--- config.mk ---
export PLATFORM = sky130hd
export DESIGN_NAME = chan_seq_list
export DESIGN_NICKNAME = d
export VERILOG_FILES = /design/src/rtl/chan_seq_pkg.sv /design/src/rtl/chan_seq_ctrl.sv /design/src/rtl/chan_seq_dpath.sv /design/src/rtl/chan_seq_list.sv
export SDC_FILE = /design/constraint.sdc
export NUM_CORES = 1
export LEC_CHECK = 0
export BUFFER_PORTS_ARGS = -buffer_cell sky130_fd_sc_hd__buf_2
export CORE_ASPECT_RATIO = 0.75
export CORE_UTILIZATION = 60
export CTS_BUF_LIST = sky130_fd_sc_hd__clkbuf_8 sky130_fd_sc_hd__clkbuf_16
export CTS_CLUSTER_SIZE = 30
export DETAILED_ROUTE_END_ITERATION = 10
export PLACE_DENSITY = 0.78
export SYNTH_ARGS = -nofsm -noshare
export SYNTH_HDL_FRONTEND = slang
export SYNTH_SLANG_ARGS = --single-unit
--- constraint.sdc ---
create_clock -name clk -period 3.1 [get_ports clk]
set_clock_uncertainty 0.2 [all_clocks]
set_input_delay 0.31 -clock clk [delete_from_list [all_inputs] [get_ports clk]]
set_output_delay 0.31 -clock clk [all_outputs]
set_load 0.05 [all_outputs]
--- src/rtl/chan_seq_pkg.sv ---
package chan_seq_pkg;

  // Per-cycle commands from the control to the datapath.
  typedef struct packed {
    logic clear;   // empty list, zero all pointers
    logic push;    // append wrChan at the tail
    logic step;    // advance read position
    logic wrap;    // this step returns to the head
    logic holdRd;  // configuration: pin read position at head
  } seqStrb_t;

endpackage

--- src/rtl/chan_seq_ctrl.sv ---
module chan_seq_ctrl
  import chan_seq_pkg::*;
(
  input  logic     clk,
  input  logic     rstN,
  input  logic     cfgActive,
  input  logic     wrStb,
  input  logic     clrStb,
  input  logic     nextReq,
  input  logic     isFull,
  input  logic     isEmpty,
  input  logic     atLast,
  output seqStrb_t strb,
  output logic     cfgErr
);

  logic badPush;
  logic badClear;

  always_comb begin
    strb.clear  = cfgActive & clrStb;
    strb.push   = cfgActive & wrStb & ~clrStb & ~isFull;
    strb.step   = ~cfgActive & nextReq & ~isEmpty;
    strb.wrap   = ~cfgActive & nextReq & ~isEmpty & atLast;
    strb.holdRd = cfgActive;
    // A push that loses to a same-cycle clear is not an error.
    badPush  = wrStb & (~cfgActive | (isFull & ~clrStb));
    badClear = clrStb & ~cfgActive;
  end

  always_ff @(posedge clk) begin
    if (!rstN) begin
      cfgErr <= 1'b0;
    end else if (cfgActive && clrStb) begin
      cfgErr <= 1'b0;
    end else if (badPush || badClear) begin
      cfgErr <= 1'b1;
    end
  end

  // Sticky flag only drops on an accepted clear.
  assert_err_sticky_R4: assert property (@(posedge clk) disable iff (!rstN)
    (cfgErr && !(cfgActive && clrStb)) |=> cfgErr);

  // Any push outside configuration must leave the flag raised.
  assert_err_on_late_push_R3: assert property (@(posedge clk) disable iff (!rstN)
    (wrStb && !cfgActive) |=> cfgErr);

endmodule

--- src/rtl/chan_seq_dpath.sv ---
module chan_seq_dpath
  import chan_seq_pkg::*;
#(
  parameter int CHAN_W = 4,
  parameter int DEPTH  = 16,
  localparam int PTR_W = (DEPTH > 1) ? $clog2(DEPTH) : 1,
  localparam int CNT_W = $clog2(DEPTH + 1)
) (
  input  logic              clk,
  input  logic              rstN,
  input  seqStrb_t          strb,
  input  logic [CHAN_W-1:0] wrChan,
  output logic [CHAN_W-1:0] curChan,
  output logic              listWrap,
  output logic [CNT_W-1:0]  entryCount,
  output logic              isFull,
  output logic              isEmpty,
  output logic              atLast
);

  localparam logic [CNT_W-1:0] FULL_CNT = CNT_W'(DEPTH);
  localparam logic [PTR_W-1:0] LAST_IDX = PTR_W'(DEPTH - 1);

  logic [CHAN_W-1:0] entry [DEPTH];
  logic [PTR_W-1:0]  wrPtr;
  logic [PTR_W-1:0]  rdPtr;
  logic [CNT_W-1:0]  count;
  logic              wrapQ;

  // One register per list slot; each loads only when the tail points at it.
  for (genvar i = 0; i < DEPTH; i++) begin : g_slot
    always_ff @(posedge clk) begin
      if (!rstN) begin
        entry[i] <= '0;
      end else if (strb.push && (wrPtr == PTR_W'(i))) begin
        entry[i] <= wrChan;
      end
    end
  end

  always_ff @(posedge clk) begin
    if (!rstN) begin
      wrPtr <= '0;
      count <= '0;
    end else if (strb.clear) begin
      wrPtr <= '0;
      count <= '0;
    end else if (strb.push) begin
      wrPtr <= (wrPtr == LAST_IDX) ? '0 : wrPtr + 1'b1;
      count <= count + 1'b1;
    end
  end

  always_ff @(posedge clk) begin
    if (!rstN) begin
      rdPtr <= '0;
    end else if (strb.clear || strb.holdRd) begin
      rdPtr <= '0;
    end else if (strb.step) begin
      rdPtr <= strb.wrap ? '0 : rdPtr + 1'b1;
    end
  end

  always_ff @(posedge clk) begin
    if (!rstN) wrapQ <= 1'b0;
    else       wrapQ <= strb.wrap;
  end

  always_comb begin
    isFull     = (count == FULL_CNT);
    isEmpty    = (count == '0);
    atLast     = ((CNT_W'(rdPtr) + 1'b1) == count);
    curChan    = isEmpty ? '0 : entry[rdPtr];
    listWrap   = wrapQ;
    entryCount = count;
  end

  assert_no_overflow_R5: assert property (@(posedge clk) disable iff (!rstN)
    count <= FULL_CNT);

  assert_rd_in_list_R6: assert property (@(posedge clk) disable iff (!rstN)
    !isEmpty |-> (CNT_W'(rdPtr) < count));

  assert_wrap_at_head_R6: assert property (@(posedge clk) disable iff (!rstN)
    wrapQ |-> (rdPtr == '0));

  assert_cfg_holds_head_R7: assert property (@(posedge clk) disable iff (!rstN)
    strb.holdRd |=> (rdPtr == '0));

  assert_clear_empties_R9: assert property (@(posedge clk) disable iff (!rstN)
    strb.clear |=> (count == '0) && (wrPtr == '0));

endmodule

--- src/rtl/chan_seq_list.sv ---
module chan_seq_list
  import chan_seq_pkg::*;
#(
  parameter int CHAN_W = 4,
  parameter int DEPTH  = 16,
  localparam int CNT_W = $clog2(DEPTH + 1)
) (
  input  logic              clk,
  input  logic              rstN,
  input  logic              cfgActive,
  input  logic              wrStb,
  input  logic [CHAN_W-1:0] wrChan,
  input  logic              clrStb,
  input  logic              nextReq,
  output logic [CHAN_W-1:0] curChan,
  output logic              listWrap,
  output logic [CNT_W-1:0]  entryCount,
  output logic              cfgErr
);

  seqStrb_t strb;
  logic     isFull;
  logic     isEmpty;
  logic     atLast;

  chan_seq_ctrl u_ctrl (
    .clk       (clk),
    .rstN      (rstN),
    .cfgActive (cfgActive),
    .wrStb     (wrStb),
    .clrStb    (clrStb),
    .nextReq   (nextReq),
    .isFull    (isFull),
    .isEmpty   (isEmpty),
    .atLast    (atLast),
    .strb      (strb),
    .cfgErr    (cfgErr)
  );

  chan_seq_dpath #(
    .CHAN_W (CHAN_W),
    .DEPTH  (DEPTH)
  ) u_dpath (
    .clk        (clk),
    .rstN       (rstN),
    .strb       (strb),
    .wrChan     (wrChan),
    .curChan    (curChan),
    .listWrap   (listWrap),
    .entryCount (entryCount),
    .isFull     (isFull),
    .isEmpty    (isEmpty),
    .atLast     (atLast)
  );

  // Outside configuration the stored list never changes size.
  assert_frozen_outside_cfg_R3: assert property (@(posedge clk) disable iff (!rstN)
    !cfgActive |=> $stable(entryCount));

endmodule

Yosys cells after proc, flatten, opt, wreduce, memory -nomap -nowiden
Memory sizes are Yosys's and may differ from the RTL's. A register that Yosys moved wholly into a read port is not among the register bits.
Cells that the tools add are included.
{ "totals": {"rom_bits": 0, "register_bits": 15, "ramBits": 64, "wordCells": 153, "input_bits": 10, "n_memories": 1, "latchBits": 0} }
{ "classes": {"n_shift": 0, "bitwise_logic": 32, "magnitude_cmp": 0, "addsub": 4, "div": 0, "n_reduce_logical": 24, "mux": 70, "n_eq_ne": 17, "n_mul": 0} }
{ "mem_list": {"columns": ["memory", "words", "word_bits", "rd", "rd_ports_with_merged_regs", "write_ports", "line_no", "rtl"], "rows": [
  ["u_dpath.entry", 16, 4, 1, 1, 16, "chan_seq_dpath.sv:24", "logic [CHAN_W-1:0] entry [DEPTH];"]
]} }
{ "op_table": {"columns": ["operator", "count"], "rows": [
  ["4-bit 2-to-1 mux", 21],
  ["1-bit 2-to-1 mux", 49],
  ["4-bit equality test, second input constant", 8],
  ["1-bit logical AND", 17],
  ["1-bit OR", 17],
  ["4-bit by 3-bit equality test with 1-bit output, second input constant", 4],
  ["1-bit bitwise AND", 10],
  ["4-bit by 1-bit adder with 4-bit output, second input constant", 2],
  ["4-bit by 2-bit equality test with 1-bit output, second input constant", 2],
  ["2-bit OR reduction", 3],
  ["4-bit by 1-bit adder with 5-bit output, second input constant", 1],
  ["5-bit by 1-bit adder with 5-bit output, second input constant", 1],
  ["5-bit equality test", 1],
  ["5-bit equality test, second input constant", 1],
  ["5-bit logical NOT", 1],
  ["1-bit NOT", 5],
  ["4-bit by 1-bit equality test with 1-bit output, second input constant", 1],
  ["4-bit logical NOT", 1],
  ["1-bit logical OR", 2]
]} }

Longest topological paths before layout
{ "logic_depth": {"word_depth": 8, "ltp_mapped": 8, "depth_no_buf": 7} }

By module
From an unflattened synthesis, not the netlist that was laid out.
{ "unflattened": {"cells_unflattened": 325, "area_unflattened_um2": 4112.7} }
{ "modules_own_cells": {"columns": ["module", "instances", "cells_per_inst", "seq_area_each_um2", "area_each_um2"], "rows": [
  ["chan_seq_dpath", 1, 314, 2282.2, 4015.1],
  ["chan_seq_ctrl", 1, 11, 20.0, 97.6]
]} }

Worst setup path before layout
No wires, ideal clock.
{ "synth_timing": {"path_kind": "register to register", "start": "register u_dpath.count[0], in the netlist u_dpath.entryCount[0]", "end": "memory u_dpath.entry[13][0], enable pin", "period_less_slack_ps": 2872, "path_stages_with_launch": 9, "t_required_ps": 2539, "setup_ps": 361, "arrival_ps": 2310, "setup_slack_ps": 228, "cell_sequence": "dfxtp_1 inv_1 ha_1 nor4bb_1 nor4b_2 buf_2 nand2_1 buf_2 o21ai_0"} }
{ "synth_rtl": {"columns": ["element", "line_no", "rtl"], "rows": [
  ["start, declared", "chan_seq_dpath.sv:27", "logic [CNT_W-1:0] count;"],
  ["start signal, assigned", "chan_seq_dpath.sv:50", "count <= count + 1'b1;"],
  ["end, declared", "chan_seq_dpath.sv:24", null]
]} }

==> metrics.txt <==
status=complete, no violations; Area Growth Syn to Fin=9.945%; post-DR wirelength/cell=around 19 µm; Hold Path Class=in -> reg; # DRC=0; dpl hpwl=5894 µm; DP Cell Count=between 400 and 500; Reg2Reg Depth=7; # setup viols final=0; count of nets after finishing=358; Die Width=94.80 µm; Mapped Cells=316; n_diodes=0; Crit path largest cell delay=0.81 ns; Worst-Margin Slew=between 0.7 and 0.8 ns; area of the mapped netlist=3875 µm²; fin crit period=2.944 ns; global-route wire length before repair=around 13,000 µm; Die Ht=slightly above 70 µm; drt total wl=7929 µm; Port Buffers=20; Pre-antenna DRT Iters=5; commonest non-fill, non-tap cell in the layout=nor2_1; Crit path top cell by count=mux4_2; total power=2.020 mW; post-synthesis cell type count=31; normalized max-slew margin=49.92%; Hold Vio Cnt, Final=0; Place WS=0.4519 ns; via density per instance=6.038; largest net degree at the start of global routing=36; iteration-0 DRC count of the detailed router=roughly 320; Core Rows=24; vias in the first global route=~2.4k; post-cts resize count=0; compound-cell area share of the yosys netlist=roughly 4.2%; setup TNS after final layout=0 ns; #FFs+latches synth=83; Hold Buf Count CTS=0; CP Launch Type=flop; initial antenna violation count=1; critical path's slowest cell=dfxtp_1; Hold Crit Depth=4; crit-path cells=mux4_2 -> mux4_2 -> nor2b_1 -> buf_2; postcts setup bufs=0; Worst Setup Slack, final=0.1563 ns; reg-to-reg critical path endpoint=u_dpath.entry[2][1]; overflow left after global routing=0; Placement Cell Area=4084 µm²; Synth Area in Simple Gates=15.89%; top cells by area, synth=edfxtp_1 50%, mux4_2 12%, dfxtp_1 9.8%; yosys warns=0; Tcrit/Tclk final=94.96%; Reg2Reg Setup Slack=0.40 ns; core area=6006 µm²; TritonCTS clock tree=built; f_max=~0.34 GHz; Initial Util=64.52%; GRT Util Overall=26.85%; worst vdd rail ir drop=0.2987 mV; Arrival @ worst endpoint=about 2.4 ns; fillcell total=402; XOR/XNOR share of the synthesized area=2.486%; CP required=2.59 ns; Max Slew Vio Count=0; IO Count=21; Clk pin slew, worst setup/hold paths=0.07 ns; Skew-Pair Late Insertion Delay=~0.34 ns; Design Area, Final=4260 µm²; CP Capture Type=primary output; Setup CP Type=reg -> out; post-synth top area share=49.60%; die footprint=roughly 6800 µm²; GPL Wtd Cong=just over 0.9; CTS Sinks=83; syn nets=333; most frequent cells in the layout=76 x nor2_1, 64 x edfxtp_1, 20 x mux4_2, 20 x o21ai_0, 20 x buf_2; Crit Path Max Fanout=16; Clock Tree Buf Depth=2; H-tree depth=3; non-filler cells, final=424; fraction of the mapped netlist area in adder cells=2.260%; via count=2,560; Seq/Total Area, Yosys=59.41%; mux share of post-synthesis cell area=12.43%; antenna viol nets, final=0; layout cells sized above 1=20.81%; Hold Crit Start=cfgActive; syn avg cell area=12.26 µm²; largest family of logic cells by synthesized area=simple AND/OR/NAND/NOR gates; Max-Cap Viols=0; Inserted Clock Buffers=9; Yosys top cell by area=edfxtp_1; P_leak=1.454 nW; CTS root buffer=clkbuf_8; RSZ-0062 raised after global routing=no; PwrDens=474.2 nW/µm²; worst hold endpoint=u_dpath.rdPtr[1]; worst r2r src=u_dpath.entryCount[1]
## sequential cells by signal, summed over array words and instances (netlist names), named ones only
| signal | cells |
|---|---|
| u_ctrl.cfgErr | 1 |
| u_dpath.rdPtr | 4 |
| u_dpath.wrPtr | 4 |
| u_dpath.entryCount | 5 |
| u_dpath.entry | 64 |
| u_dpath.listWrap | 1 |
## layer usage
metal  wire length [µm]  vias to the layer above  global-route usage [%]
met5                 18                        -                       0
met4                 68                        2                   7.071
met3                873                        9                   12.21
met2               3464                      120                   36.53
met1               3505                     1236                   39.31
li1                   -                     1193                       -
## synthesized netlist by cell type, drive strengths merged
library cell,n
a21oi,6
a221oi,1
a31oi,1
buf,8
clkbuf,13
dfxtp,19
edfxtp,64
ha,7
inv,7
mux2,1
mux2i,2
mux4,20
nand2,16
nand2b,2
nand3,16
nand3b,2
nand4,6
nor2,76
nor2b,7
nor3,1
nor3b,3
nor4b,2
nor4bb,1
o2111ai,1
o21ai,20
o21ba,1
or2,1
or4,1
xnor2,6
xor2,5
## where the power goes
| part | leakage, nW | total (mW) | switching (mW) | internal, mW |
|---|---|---|---|---|
| clock | 0.102 | 0.679 | 0.352 | 0.327 |
| combinational | 0.537 | 0.105 | 0.0675 | 0.0378 |
| sequential | 0.815 | 1.24 | 0.0115 | 1.22 |
## worst max-delay path, delay by kind of cell, from the launching register on
kind,cells,cell delay [ns]
muxes,2,0.91
DFF,1,0.81
buffers and inverters,1,0.21
and+or+nand+nor,1,0.16
## kinds of logic (layout without fill, tap and decap cells)
group / count (synthesis) / after routing
compound gates: 30 / 30
xor+xnor: 11 / 11
fa+ha+maj: 7 / 7
buf+inv: 28 / 58
flops: 83 / 83
mux: 23 / 23
simple gates: 134 / 134
## cell type report
class,count,area [µm²],share of cell area (%)
Tap cell,78,97.59,2.291
Clock inverter,6,27.53,0.6461
Inverter,7,26.28,0.6167
Timing Repair Buffer,35,212.7,4.993
Multi-Input combinational cell,205,1445,33.92
Clock buffer,10,148.9,3.495
Sequential cell,83,2302,54.04
## worst max-delay path by stage
stage | slack (ns) | cells past startpoint | to | from
2_1_floorplan | 0.23 | 8 | u_dpath.entry[13][0] | u_dpath.entryCount[0]
3_3_place_gp | 0.52 | 4 | curChan[2] | flop
3_5_place_dp | 0.45 | 7 | u_dpath.entry[2][1] | u_dpath.entryCount[0]
4_1_cts | 0.13 | 4 | curChan[2] | flop
5_1_grt | 0.06 | 4 | curChan[1] | flop
6_report | 0.16 | 4 | curChan[2] | flop
## metrics by stage
step	util (%)	hold slack [ns]
2_1_floorplan	-	0.2620
3_3_place_gp	68.00	0.2314
3_5_place_dp	68.00	0.2452
4_1_cts	70.94	0.1151
5_1_grt	70.94	0.1607
6_report	70.94	0.1357
(Power assumes the default switching activity.)
